===== src/rtl/zq_pkg.sv =====
package zq_pkg;
  typedef enum logic [1:0] {
    OP_IDLE = 2'b00,
    OP_RD   = 2'b01,
    OP_WR   = 2'b10,
    OP_RSV  = 2'b11
  } op_e;

  function automatic logic is_nonread(input logic [1:0] op);
    return op != OP_RD;
  endfunction
endpackage


===== src/rtl/zq_run_counter.sv =====
module zq_run_counter #(
  parameter int PERIOD = 64,
  localparam int CW = (PERIOD > 1) ? $clog2(PERIOD) : 1
) (
  input  logic clk,
  input  logic rst,
  input  logic nonread,
  output logic cap,
  output logic arm
);
  logic [CW-1:0] cnt_q;

  // first non-read cycle of a run, and the last one of a full run
  assign cap = nonread && (cnt_q == '0);
  assign arm = nonread && (cnt_q == CW'(PERIOD - 1));

  always_ff @(posedge clk) begin
    if (rst) begin
      cnt_q <= '0;
    end else if (!nonread || arm) begin
      cnt_q <= '0;
    end else begin
      cnt_q <= cnt_q + 1'b1;
    end
  end
endmodule


===== src/rtl/zq_half.sv =====
module zq_half #(
  parameter int W        = 6,
  parameter int RST_CODE = 32,
  parameter bit FIRE_LVL = 1'b1
) (
  input  logic         clk,
  input  logic         rst,
  input  logic         cap,
  input  logic         arm,
  input  logic         nonread,
  input  logic         echo_hi,
  input  logic [W-1:0] code_in,
  output logic [W-1:0] code,
  output logic         upd
);
  logic [W-1:0] shadow_q;
  logic [W-1:0] stage_q;
  logic         pend_q;
  logic         fire;

  // commit only when this half is idle: the echo driver holds the other level
  assign fire = pend_q && nonread && (echo_hi == FIRE_LVL);

  always_ff @(posedge clk) begin
    if (rst) begin
      shadow_q <= W'(RST_CODE);
      stage_q  <= W'(RST_CODE);
      pend_q   <= 1'b0;
      code     <= W'(RST_CODE);
      upd      <= 1'b0;
    end else begin
      if (cap) shadow_q <= code_in;
      if (arm) stage_q  <= shadow_q;
      pend_q <= arm || (pend_q && !fire);
      if (fire) code <= stage_q;
      upd <= fire;
    end
  end
endmodule


===== src/rtl/zq_cal_tracker.sv =====
module zq_cal_tracker #(
  parameter int CAL_CYCLES = 2048,
  localparam int KW = $clog2(CAL_CYCLES + 1)
) (
  input  logic clk,
  input  logic rst,
  input  logic nonread,
  output logic done
);
  logic [KW-1:0] seen_q;

  always_ff @(posedge clk) begin
    if (rst) begin
      seen_q <= '0;
      done   <= 1'b0;
    end else if (nonread && !done) begin
      seen_q <= seen_q + 1'b1;
      if (seen_q == KW'(CAL_CYCLES - 1)) done <= 1'b1;
    end
  end
endmodule


===== src/rtl/zq_sched.sv =====
module zq_sched #(
  parameter int W          = 6,
  parameter int PERIOD     = 64,
  parameter int CAL_CYCLES = 2048,
  parameter int RST_CODE   = 32
) (
  input  logic         clk,
  input  logic         rst,
  input  logic [1:0]   op_kind,
  input  logic         echo_hi,
  input  logic [W-1:0] pu_code_in,
  input  logic [W-1:0] pd_code_in,
  output logic [W-1:0] pu_code,
  output logic [W-1:0] pd_code,
  output logic         pu_upd,
  output logic         pd_upd,
  output logic         cal_done
);
  import zq_pkg::*;

  localparam int NHALF = 2;  // index 0 pull-up, index 1 pull-down

  logic         nonread;
  logic         cap;
  logic         arm;
  logic [W-1:0] code_in_a [NHALF];
  logic [W-1:0] code_a    [NHALF];
  logic         upd_a     [NHALF];

  assign nonread      = is_nonread(op_kind);
  assign code_in_a[0] = pu_code_in;
  assign code_in_a[1] = pd_code_in;

  zq_run_counter #(.PERIOD(PERIOD)) u_run (
    .clk    (clk),
    .rst    (rst),
    .nonread(nonread),
    .cap    (cap),
    .arm    (arm)
  );

  for (genvar g = 0; g < NHALF; g++) begin : g_half
    // pull-up recodes while echo is low, pull-down while echo is high
    zq_half #(
      .W       (W),
      .RST_CODE(RST_CODE),
      .FIRE_LVL(g == 1)
    ) u_half (
      .clk    (clk),
      .rst    (rst),
      .cap    (cap),
      .arm    (arm),
      .nonread(nonread),
      .echo_hi(echo_hi),
      .code_in(code_in_a[g]),
      .code   (code_a[g]),
      .upd    (upd_a[g])
    );
  end

  zq_cal_tracker #(.CAL_CYCLES(CAL_CYCLES)) u_cal (
    .clk    (clk),
    .rst    (rst),
    .nonread(nonread),
    .done   (cal_done)
  );

  assign pu_code = code_a[0];
  assign pd_code = code_a[1];
  assign pu_upd  = upd_a[0];
  assign pd_upd  = upd_a[1];
endmodule


===== config.mk =====
export PLATFORM = sky130hd
export DESIGN_NAME = zq_sched
export DESIGN_NICKNAME = d
export VERILOG_FILES = /design/src/rtl/zq_pkg.sv /design/src/rtl/zq_run_counter.sv /design/src/rtl/zq_half.sv /design/src/rtl/zq_cal_tracker.sv /design/src/rtl/zq_sched.sv
export SDC_FILE = /design/constraint.sdc
export NUM_CORES = 1
export LEC_CHECK = 0
export BUFFER_PORTS_ARGS = -buffer_cell sky130_fd_sc_hd__buf_2
export CORE_UTILIZATION = 35
export CTS_CLUSTER_DIAMETER = 120
export CTS_CLUSTER_SIZE = 40
export DETAILED_ROUTE_END_ITERATION = 8
export HOLD_SLACK_MARGIN = 0.03
export MAX_ROUTING_LAYER = met4
export PLACE_DENSITY = 0.52
export SLEW_MARGIN = 0
export SYNTH_ARGS = -nofsm -noshare
export SYNTH_HDL_FRONTEND = slang
export SYNTH_HIERARCHICAL = 1
export SYNTH_SLANG_ARGS = --single-unit

===== constraint.sdc =====
create_clock -name clk -period 2.9 [get_ports clk]
set_input_delay 0.58 -clock clk [delete_from_list [all_inputs] [get_ports clk]]
set_output_delay 0.58 -clock clk [all_outputs]
set_load 0.02 [all_outputs]

==> impl_summary.md, run 1 <==
Die
For this configuration, the core starts out at a cell density of 0.369. The die height is 84.6 um. For this design the top-level I/O count stands at 32. The width of the chip is 84.6 um. The floorplan step defined a core boundary enclosing 6460 um2. Row generation in the floorplan step produced 29 rows. The die covers about 7200 um2.

Synthesis
Of the total synthesized cell area, the portion taken by AND, OR, NAND and NOR gates is 0.207. The most common flop cell mapped by yosys is sky130_fd_sc_hd__dfxtp_1. Among all cell types in the netlist, the one instantiated most often is sky130_fd_sc_hd__dfxtp_1. Ranked by total cell area, the synthesized netlist is headed by sky130_fd_sc_hd__dfxtp_1 (50%), sky130_fd_sc_hd__mux2i_1 (13%), sky130_fd_sc_hd__nor2_1 (6.3%), sky130_fd_sc_hd__nand2b_1 (3.4%), sky130_fd_sc_hd__a21oi_1 (2.1%).

The share of async-settable or async-resettable flops after synthesis is 0. The cell area that synthesis handed to floorplanning was between 2000 and 2500 um2. The library cell with the largest summed area after synthesis is sky130_fd_sc_hd__dfxtp_1. Synthesis produced a netlist with a net count of 259.

The share of the Yosys chip area taken by registers is 0.495. The adder-cell share of the synthesized area is 0.0157. The Yosys step of the flow raised 6 warnings.

The share of the synthesized area in the top cell type is 0.495. The synthesized-area fraction occupied by ao, oa, aoi and oai cells was 0.0718. Of the post-synthesis cell area, the part taken by muxes is 0.144. The synthesized design contains 59 register bits. Of the total synthesized cell area, the portion taken by XOR and XNOR cells is 0.0184. Counting flops with a built-in enable in the synthesized netlist gives 0. The per-instance average area after synthesis is 9.98 um2.

The number of standard cells after synthesis is 239. By count the netlist is led by sky130_fd_sc_hd__dfxtp_1 (59), sky130_fd_sc_hd__nor2_1 (40), sky130_fd_sc_hd__mux2i_1 (32). By area, the combinational part of the netlist is dominated by simple AND/OR/NAND/NOR gates. The number of different library cells used by synthesis comes to 34.

Timing
Setup repair after global routing left no endpoint under its margin. The pin slew with the least headroom to its limit is approximately 0.83 ns. The hold slack is 0.452 ns. The highest clock frequency the design can meet is 536 MHz.

After routing, the total negative slack on setup checks comes to 0 ns. The portion of the clock cycle consumed by the worst path in the final layout is 0.643. The final-report max-slew violation count is 0. The number of hold violations in the final report is 0. The relative slew slack is 0.450.

The shortest clock period the worst path allows after layout is 1.87 ns. On the final layout, the worst clock skew is 0.00918 ns. The setup slack of the critical path after layout is 1.03 ns. Setup violations remaining at the end of the flow were counted as 0.

Critical path
The setup check on the worst reg-to-reg path leaves a slack of 1.03 ns. The kind of start point of the critical path is a register. In this run the worst path has a maximum fanout of 14. The required time of the worst setup path is 3.13 ns. The category of the critical setup timing path is register to register. At the worst endpoint, the arrival time is 2.10 ns. The kind of end point of the critical path is a register.

Global route
The number of antenna violations at the first check in global routing is 0. The via count of the first global-routing pass is 1650. The overall fraction of global-route tracks in use is 0.144. The first global-routing pass estimated 7.69 mm of wire. The total grt overflow is 0. The largest net degree at the start of global routing is 35.

Clocking
Post-CTS repair changed the size of 0 cells. The sink count of the clock tree is 59. The clock latency at the later pin of the worst-skew pair is 0.34 ns. The total clock buffers created by CTS is 9. The H-tree was split into 3 levels. The clock-pin slew on the worst setup and hold paths is around 0.070 ns.

CTS placed an instance of sky130_fd_sc_hd__clkbuf_8 at the clock tree root. After clock tree synthesis, the flow added hold-fix buffers numbering 0. TritonCTS built the clock tree. The clock tree buffer depth is 2. The number of setup buffers added after CTS is 0.

Placed design
The estimated wirelength of the detail-placed design is 2.91 mm. The final estimated routing congestion in global placement is approximately 0.73. After detailed placement, the design holds a cell count of 339. OpenSTA, run right after detailed placement, puts the worst setup slack at 0.761 ns. The standard cell area after detailed placement is 2590 um2. Port buffering added 31 buffers.

Job
The tool flagged a number of max-cap violations equal to 0.

Worst hold path
The worst hold path class is primary input to register.

Route
Dividing the detail-routed via count by the number of cells gives ~4.7. The routed design has roughly 4.4 mm of wire. Once detail routing completed, the nets flagged for antenna violations numbered 0.

The mean routed wirelength per cell is 12.4 um. The final routed DRC violation total is 2. The first-pass iteration count of the detailed router is 6. The number of design-rule violations left by the first detailed-router iteration is 81.

The detailed-route via count is 1681.

Finish
The area growth from synthesis to layout is 19.5%. The final layout contains between 200 and 300 nets. The share of post-route cells with drive strength above 1 is 0.212.

The final standard cell count with taps included and fillers excluded is 355. With fillers left out, the area of the finished cells amounts to 2850 um2. The repair_antennas step left the layout with diodes totalling 0.

Status
The checks that failed: design-rule violations. The flow ran to the end, but the final reports show violations.

Power
Power spread over the standard cell area amounts to 677 nW/um2. Across the VDD grid, the largest voltage drop is around 0.4 mV. The leakage power is 1.13 nW.
[cell usage in the layout, fill, tap and decap left out, types with 5 or more instances in the layout]
master,instances
sky130_fd_sc_hd__dfxtp_1,59
sky130_fd_sc_hd__or4_1,6
sky130_fd_sc_hd__buf_2,31
sky130_fd_sc_hd__nor2b_1,8
sky130_fd_sc_hd__nand2_1,5
sky130_fd_sc_hd__mux2i_1,32
sky130_fd_sc_hd__inv_1,8
sky130_fd_sc_hd__nand2b_1,13
sky130_fd_sc_hd__clkbuf_8,9
sky130_fd_sc_hd__a21oi_1,10
sky130_fd_sc_hd__o31ai_1,5
sky130_fd_sc_hd__nor2_1,40
[registers in the layout, summed over array words and instances, names as in the netlist]
register / count
g_half.u_half/stage_q: 12
g_half.u_half/shadow_q: 12
g_half.u_half/pend_q: 2
u_cal/seen_q: 12
u_run/cnt_q: 6
u_cal/done: 1
g_half.u_half/upd: 2
g_half.u_half/code: 12
[critical path: stages (launching register included)]
cell and delay, ns:
sky130_fd_sc_hd__dfxtp_1 0.34, sky130_fd_sc_hd__nor4_1 0.31, sky130_fd_sc_hd__and3_1 0.75, sky130_fd_sc_hd__nor2b_1 0.10, sky130_fd_sc_hd__a211o_1 0.26
[metal layers]
| layer | share of wire | up-vias | global-route usage |
|---|---|---|---|
| met1 | 0.50 | 763 | 0.168 |
| met4 | 0.013 | 0 | 0.0462 |
| met5 | 0 | - | - |
| li1 | - | 887 | - |
| met2 | 0.44 | 24 | 0.218 |
| met3 | 0.047 | 7 | 0.0669 |
[stage by stage]
step	total power, mW	util
final	1.93	0.441
after global routing	2.02	0.441
after CTS	1.96	0.441
after detailed placement	0.966	0.401
after global placement	0.964	0.401
after floorplan	0.936	-
[path summary, 6_finish.rpt]
kind,cells past startpoint,end,startpoint
max,4,g_half[0].u_half/shadow_q[5],u_run/cnt_q[3]
min,2,g_half[1].u_half/shadow_q[5],pd_code_in[5]
max reg2reg,4,g_half[0].u_half/shadow_q[5],u_run/cnt_q[3]
min reg2reg,1,g_half[1].u_half/stage_q[5],g_half[1].u_half/shadow_q[5]
[layout make-up]
class	count	area (um2)
Fill cell	658	3610
Sequential cell	59	1180
Multi-Input combinational cell	160	1090
Timing Repair Buffer	35	185
Clock inverter	7	140
Clock buffer	9	124
Tap cell	77	96.3
Inverter	8	30.0
[power by group]
| group | leakage, nW | total, mW | internal [mW] | switching [mW] |
|---|---|---|---|---|
| Clock | 0.125 | 0.983 | 0.656 | 0.328 |
| Combinational | 0.530 | 0.0992 | 0.0454 | 0.0538 |
| Sequential | 0.479 | 0.847 | 0.833 | 0.0145 |
| Total | 1.13 | 1.93 | 1.53 | 0.396 |
[kinds of logic after synthesis]
group,after synthesis
compound gates,26
xor+xnor,5
fa+ha+maj,3
buf+inv,20
flops,59
mux,34
simple gates,92
(Power assumes the default switching activity.)
==> run 2, diff against run 1 <==
clock period = 1.9 ns   (was 2.9 ns; I/O delays follow)
==> impl_summary.md, run 2 (synthesis gave the netlist of run 1 again) <==
Clocking
The total clock buffers created by CTS is 9 (unchanged). The root cell of the clock tree is sky130_fd_sc_hd__clkbuf_8 (unchanged). The number of setup buffers added after CTS is 0 (unchanged).

The number of hold-repair buffers added at the cts stage is 0 (unchanged). The number of gates resized after CTS is 0 (unchanged). The maximum level of the CTS H-tree came to 3 (unchanged).

The CTS tree is built (unchanged). The sink count of the clock tree was 59 (unchanged). The clock-pin slew on the worst setup and hold paths is 0.06 ns (was 0.07 ns). The clock tree buffer depth is 2 (unchanged).

The clock latency at the later pin of the worst-skew pair is 0.34 ns (about the same).

Timing
The pin slew with the least headroom to its limit came to 0.379 ns (was 0.826 ns). The relative slew slack is 0.747 (was 0.450). The portion of the clock cycle consumed by the worst path in the final layout is 0.870 (was 0.643). The number of setup violations in the final report is 0 (unchanged).

The shortest clock period the worst path allows after layout is 1.65 ns (was 1.87 ns). The sum of negative setup slack is 0 ns (unchanged). The highest clock frequency the design can meet is 605 MHz (was 536 MHz).

The setup slack of the critical path after layout is 0.248 ns (was 1.03 ns). RSZ-0062 raised after global routing: no (unchanged). The worst clock skew is 0.00912 ns (was 0.00918 ns).

The number of hold violations in the final report was 0 (unchanged). The final-report max-slew violation count is 0 (unchanged).

Status
Result of the run: finished, violations left (unchanged). Violated checks: design-rule violations (unchanged).

Critical path
The signal arrival time at the worst endpoint is 1.87 ns (was 2.10 ns). Worst-path cell chain: ha_1 -> nand3_1 -> nor3_2 -> buf_4 -> nor2b_1 -> a211o_1 (was nor4_1 -> and3_1 -> nor2b_1 -> a211o_1). The required time of the worst setup path is 2.12 ns (was 3.13 ns). The maximum cell stage delay along the critical path is 0.39 ns (was 0.75 ns). The critical-path cell with the highest stage delay is sky130_fd_sc_hd__dfxtp_1 (was sky130_fd_sc_hd__and3_1).

The kind of start point of the critical path is a register (unchanged). The kind of end point of the critical path is a register (unchanged). The maximum fanout along the worst path is 12 (was 14). The category of the critical setup timing path was register to register (unchanged).

Global route
The overall fraction of global-route tracks in use was 0.139 (was 0.144). The number of antenna violations at the first check in global routing was 0 (unchanged). The largest net degree at the start of global routing is 37 (was 35). The via count of the first global-routing pass was 1653 (was 1650). The global-route wire length before repair is 7.43 mm (was 7.69 mm).

The total grt overflow is 0 (unchanged).

Power
The leakage power is 1.14 nW (was 1.13 nW). The sum of internal, switching and leakage power is 2.73 mW (was 1.93 mW). The worst supply voltage drop on vdd was 0.435 mV (was 0.398 mV). The ratio of total power to cell area is 957 nW/um2 (was 677 nW/um2).

Placed design
The final estimated routing congestion in global placement was 0.750 (was 0.728). The standard cell area after detailed placement is 2630 um2 (was 2590 um2). The count of placed standard cells including taps was 343 (was 339). The count of port buffers added during placement is 31 (unchanged). The estimated wirelength of the detail-placed design is 2.83 mm (was 2.91 mm). The post-placement setup slack was 0.136 ns (was 0.761 ns).

Die
The initial core utilization is 0.369 (unchanged). The width of the chip came to 84.6 um (unchanged). The die height is 84.6 um (unchanged). The area of the core came to 6460 um2 (unchanged). The total die area is 7150 um2 (unchanged). The count of boundary I/O pins is 32 (unchanged). The total number of placement rows is 29 (unchanged).

Route
The final routed DRC violation total was 2 (unchanged). The total wirelength of the detailed-routed design is 4.25 mm (was 4.41 mm). The first-pass iteration count of the detailed router is 6 (unchanged). The number of nets with antenna violations after detailed routing is 0 (unchanged). The mean routed wirelength per cell is 11.8 um (was 12.4 um).

The number of design-rule violations left by the first detailed-router iteration is 48 (was 81). The via count normalized by instance count came to 4.79 (was 4.74). The detailed-route via count is 1721 (was 1681).

Finish
The area growth from synthesis to layout is 19.7% (was 19.5%). The number of antenna repair diodes came to 0 (unchanged). Most frequent cells in the layout: sky130_fd_sc_hd__dfxtp_1 (59), sky130_fd_sc_hd__nor2_1 (40), sky130_fd_sc_hd__mux2i_1 (32) (unchanged).

The design area is 2860 um2 (was 2850 um2). The final standard cell count with taps included and fillers excluded is 359 (was 355). The final net count is 297 (was 293).

The fill cell instance count of the final layout is 650 (was 658). The most common cell after layout, fill and taps aside is sky130_fd_sc_hd__dfxtp_1 (unchanged). The share of post-route cells with drive strength above 1 is 0.223 (was 0.212).

Job
The max-capacitance violation count is 0 (unchanged).

Worst hold path
The worst hold path class was primary input to register (unchanged).
## run 2: stage by stage
stage	hold slack (ns)	utilization
after floorplan	0.427	-
after global placement	0.443	0.407
after detailed placement	0.450	0.407
after CTS	0.234	0.442
after global routing	0.238	0.442
final	0.250	0.442
## run 2: path summary, 6_finish.rpt
path                                              startpoint                           end  slack [ns]  cells after the start
worst min register to register  g_half[0].u_half/shadow_q[5]   g_half[0].u_half/stage_q[5]        0.46                      1
worst max register to register                u_run/cnt_q[0]   g_half[0].u_half/stage_q[5]        0.25                      6
worst max-delay path                          u_run/cnt_q[0]   g_half[0].u_half/stage_q[5]        0.25                      6
worst min-delay path                           pu_code_in[5]  g_half[0].u_half/shadow_q[5]        0.25                      2
## run 2: metal layers
layer	GRT usage	share of wire
met1	0.157	0.49
met2	0.217	0.46
met3	0.0452	0.034
met4	0.0786	0.014
met5	-	0
## run 2: area by class of cell
| class | count | area [um2] | share of cell area |
|---|---|---|---|
| clock buffers | 10 | 138 | 0.0482 |
| clock inverters | 6 | 88.8 | 0.0311 |
| inverters | 8 | 30.0 | 0.0105 |
| multi-input cells | 160 | 1090 | 0.383 |
| flip-flops and latches | 59 | 1180 | 0.413 |
| well taps | 77 | 96.3 | 0.0337 |
| repair buffers | 39 | 228 | 0.0797 |
## run 2: report_power, final
| group | internal [mW] | leakage (nW) | total [mW] | switching (mW) |
|---|---|---|---|---|
| registers | 1.27 | 0.479 | 1.29 | 0.0223 |
| logic | 0.0778 | 0.554 | 0.158 | 0.0806 |
| clock network | 0.773 | 0.108 | 1.28 | 0.508 |
## run 2: worst max-delay path: cells and delay by family (launching register included)
kind,cells,cell delay (ns)
AOI/OAI and AO/OA,1,0.22
adders and majority gates,1,0.21
buffers and inverters,1,0.26
DFF,1,0.39
and+or+nand+nor,3,0.47
==> run 3, diff against run 2 <==
==> constraint.sdc (replaced) <==
create_clock -name clk -period 1.9 [get_ports clk]
set_input_delay 0.57 -clock clk [delete_from_list [all_inputs] [get_ports clk]]
set_output_delay 0.57 -clock clk [all_outputs]
set_load 0.02 [all_outputs]
==> impl_summary.md, run 3 (synthesis gave the netlist of run 1 again) <==
Status
Result of the run: finished, violations left (unchanged). Violated checks: design-rule violations (unchanged).

Power
The proportion of power drawn by the clock network is 0.410 (was 0.469). The worst supply voltage drop on vdd is 0.491 mV (was 0.435 mV). The ratio of total power to cell area was 874 nW/um2 (was 957 nW/um2). The cell internal power dissipation came to 1.88 mW (was 2.12 mW). The leakage power is 1.13 nW (was 1.14 nW). The switching power is 0.577 mW (was 0.611 mW). The fraction of power consumed by combinational cells was 0.064 (was 0.058).

The net switching share of the total power is 0.235 (was 0.224). The portion of total power attributed to sequential cells is 0.525 (was 0.473).

Timing
The setup slack of the critical path after layout was 0.325 ns (was 0.248 ns). The relative slew slack is 0.761 (was 0.747). The number of setup violations in the final report was 0 (unchanged). The portion of the clock cycle consumed by the worst path in the final layout is 0.829 (was 0.870).

RSZ-0062 raised after global routing: no (unchanged). The pin slew with the least headroom to its limit came to 0.358 ns (was 0.379 ns). The shortest clock period the worst path allows after layout is 1.58 ns (was 1.65 ns). The highest clock frequency the design can meet is 635 MHz (was 605 MHz). The final-report max-slew violation count is 0 (unchanged). The sum of negative setup slack came to 0 ns (unchanged). The worst clock skew is 0.00682 ns (was 0.00912 ns). The number of hold violations in the final report came to 0 (unchanged).

Global route
The largest net degree at the start of global routing was 26 (was 37). The total grt overflow is 0 (unchanged). The overall fraction of global-route tracks in use is 0.132 (was 0.139). The global-route wire length before repair was 7.13 mm (was 7.43 mm). The via count of the first global-routing pass was 1536 (was 1653). The number of antenna violations at the first check in global routing is 0 (unchanged).

Finish
The area growth from synthesis to layout is 17.9% (was 19.7%). The most common cell after layout, fill and taps aside was sky130_fd_sc_hd__dfxtp_1 (unchanged). The share of post-route cells with drive strength above 1 is 0.232 (was 0.223). The sequential cell area in the final layout is 1180 um2 (unchanged). Most frequent cells in the layout: sky130_fd_sc_hd__dfxtp_1 (59), sky130_fd_sc_hd__nor2_1 (40), sky130_fd_sc_hd__mux2i_1 (32) (unchanged). The number of antenna repair diodes came to 0 (unchanged). The design area came to 2810 um2 (was 2860 um2). The fill cell instance count of the final layout is 659 (was 650). The total area of multi-input combinational cells is 1100 um2 (was 1090 um2). The fraction of the core area covered by cells at the end of the flow is 0.436 (was 0.442). The final net count is 299 (was 297).

Die
The area of the core is 6460 um2 (unchanged). The total number of placement rows was 29 (unchanged). The width of the chip was 84.6 um (unchanged). The count of boundary I/O pins was 32 (unchanged). The die height is 84.6 um (unchanged).

The total die area is 7150 um2 (unchanged). The initial core utilization is 0.369 (unchanged).

Clocking
The number of setup buffers added after CTS is 0 (unchanged). The maximum level of the CTS H-tree was 3 (unchanged). The number of hold-repair buffers added at the cts stage is 0 (unchanged).

The sink count of the clock tree came to 59 (unchanged). The clock-pin slew on the worst setup and hold paths is 0.06 ns (about the same). The CTS tree is built (unchanged). The clock tree buffer depth is 2 (unchanged).

The total clock buffers created by CTS is 9 (unchanged). The number of gates resized after CTS is 0 (unchanged). The root cell of the clock tree is sky130_fd_sc_hd__clkbuf_8 (unchanged). The clock latency at the later pin of the worst-skew pair is 0.33 ns (was 0.34 ns).

Critical path
The maximum fanout along the worst path is 9 (was 12). The critical-path cell with the highest stage delay is sky130_fd_sc_hd__dfxtp_1 (unchanged). The required time of the worst setup path is 2.12 ns (about the same).

The category of the critical setup timing path was register to register (unchanged). The signal arrival time at the worst endpoint was 1.79 ns (was 1.87 ns). Worst-path cell chain: ha_1 -> nand3_1 -> nor3_2 -> buf_4 -> nor2b_1 -> a211o_1 (unchanged).

The kind of end point of the critical path is a register (unchanged). The kind of start point of the critical path is a register (unchanged). The maximum cell stage delay along the critical path is 0.38 ns (was 0.39 ns).

Route
The via count normalized by instance count is 4.72 (was 4.79). The total wirelength of the detailed-routed design came to 4.19 mm (was 4.25 mm). The detailed-route via count is 1704 (was 1721). The mean routed wirelength per cell is 11.6 um (was 11.8 um). The number of nets with antenna violations after detailed routing was 0 (unchanged). The first-pass iteration count of the detailed router is 6 (unchanged). The number of design-rule violations left by the first detailed-router iteration is 66 (was 48). The final routed DRC violation total is 4 (was 2).

Placed design
The standard cell area after detailed placement is 2640 um2 (was 2630 um2). The post-placement setup slack is -0.00602 ns (was 0.136 ns). The estimated wirelength of the detail-placed design was 2.81 mm (was 2.83 mm). The count of port buffers added during placement is 31 (unchanged). The final estimated routing congestion in global placement is 0.697 (was 0.750).

Job
The max-capacitance violation count came to 0 (unchanged).

Worst hold path
The worst hold path class was primary input to register (unchanged).
-- run 3: cell types whose count changed in the layout (fill, tap and decap cells not counted), sizes merged --
cell | previous run | this run
clkinvlp | 2 | 1
clkinv | 2 | 4
clkbuf | 10 | 11
bufinv | 2 | 0
buf | 39 | 41
-- run 3: power by group through the flow --
stage / combinational [mW] / sequential (mW) / clock (mW)
3_5_place_dp: 0.160 / 1.32 / 0
2_1_floorplan: 0.113 / 1.32 / 0
5_1_grt: 0.180 / 1.30 / 1.11
4_1_cts: 0.161 / 1.29 / 1.06
3_3_place_gp: 0.160 / 1.32 / 0
6_report: 0.159 / 1.29 / 1.01
-- run 3: layout make-up --
class | count | area share
Timing Repair Buffer | 41 | 0.0818
Clock inverter | 5 | 0.00978
Clock buffer | 11 | 0.0538
Multi-Input combinational cell | 160 | 0.390
Tap cell | 77 | 0.0342
Inverter | 8 | 0.0107
Sequential cell | 59 | 0.420
-- run 3: per-stage QoR --
step                      std cells  hold WS (ns)  power (mW)
after floorplan                 239         0.427        1.43
after global placement          345         0.438        1.48
after detailed placement        345         0.442        1.48
after CTS                       361         0.428        2.51
after global routing            361         0.432        2.58
final                           361         0.448        2.46
-- run 3: path summary, 6_finish.rpt --
check | startpoint | to | slack, ns | depth (start not counted)
max reg2reg | u_run/cnt_q[0] | g_half[1].u_half/stage_q[5] | 0.32 | 6
max | u_run/cnt_q[0] | g_half[1].u_half/stage_q[5] | 0.32 | 6
min reg2reg | g_half[1].u_half/shadow_q[5] | g_half[1].u_half/stage_q[5] | 0.46 | 1
min | pu_code_in[5] | g_half[0].u_half/shadow_q[5] | 0.45 | 2
-- run 3: critical path: cells and delay by family, from the launching register on --
kind / cells / cell delay, ns
adder cells (fa/ha/maj): 1 / 0.20
AO/OA/AOI/OAI: 1 / 0.22
buffers and inverters: 1 / 0.23
flip-flops: 1 / 0.38
AND/OR/NAND/NOR: 3 / 0.43
-- run 3: metal layers --
layer	global-route usage	wire length, um
met2	0.193	1850
met4	0.0508	21
met5	-	0
met1	0.164	2120
met3	0.0521	194
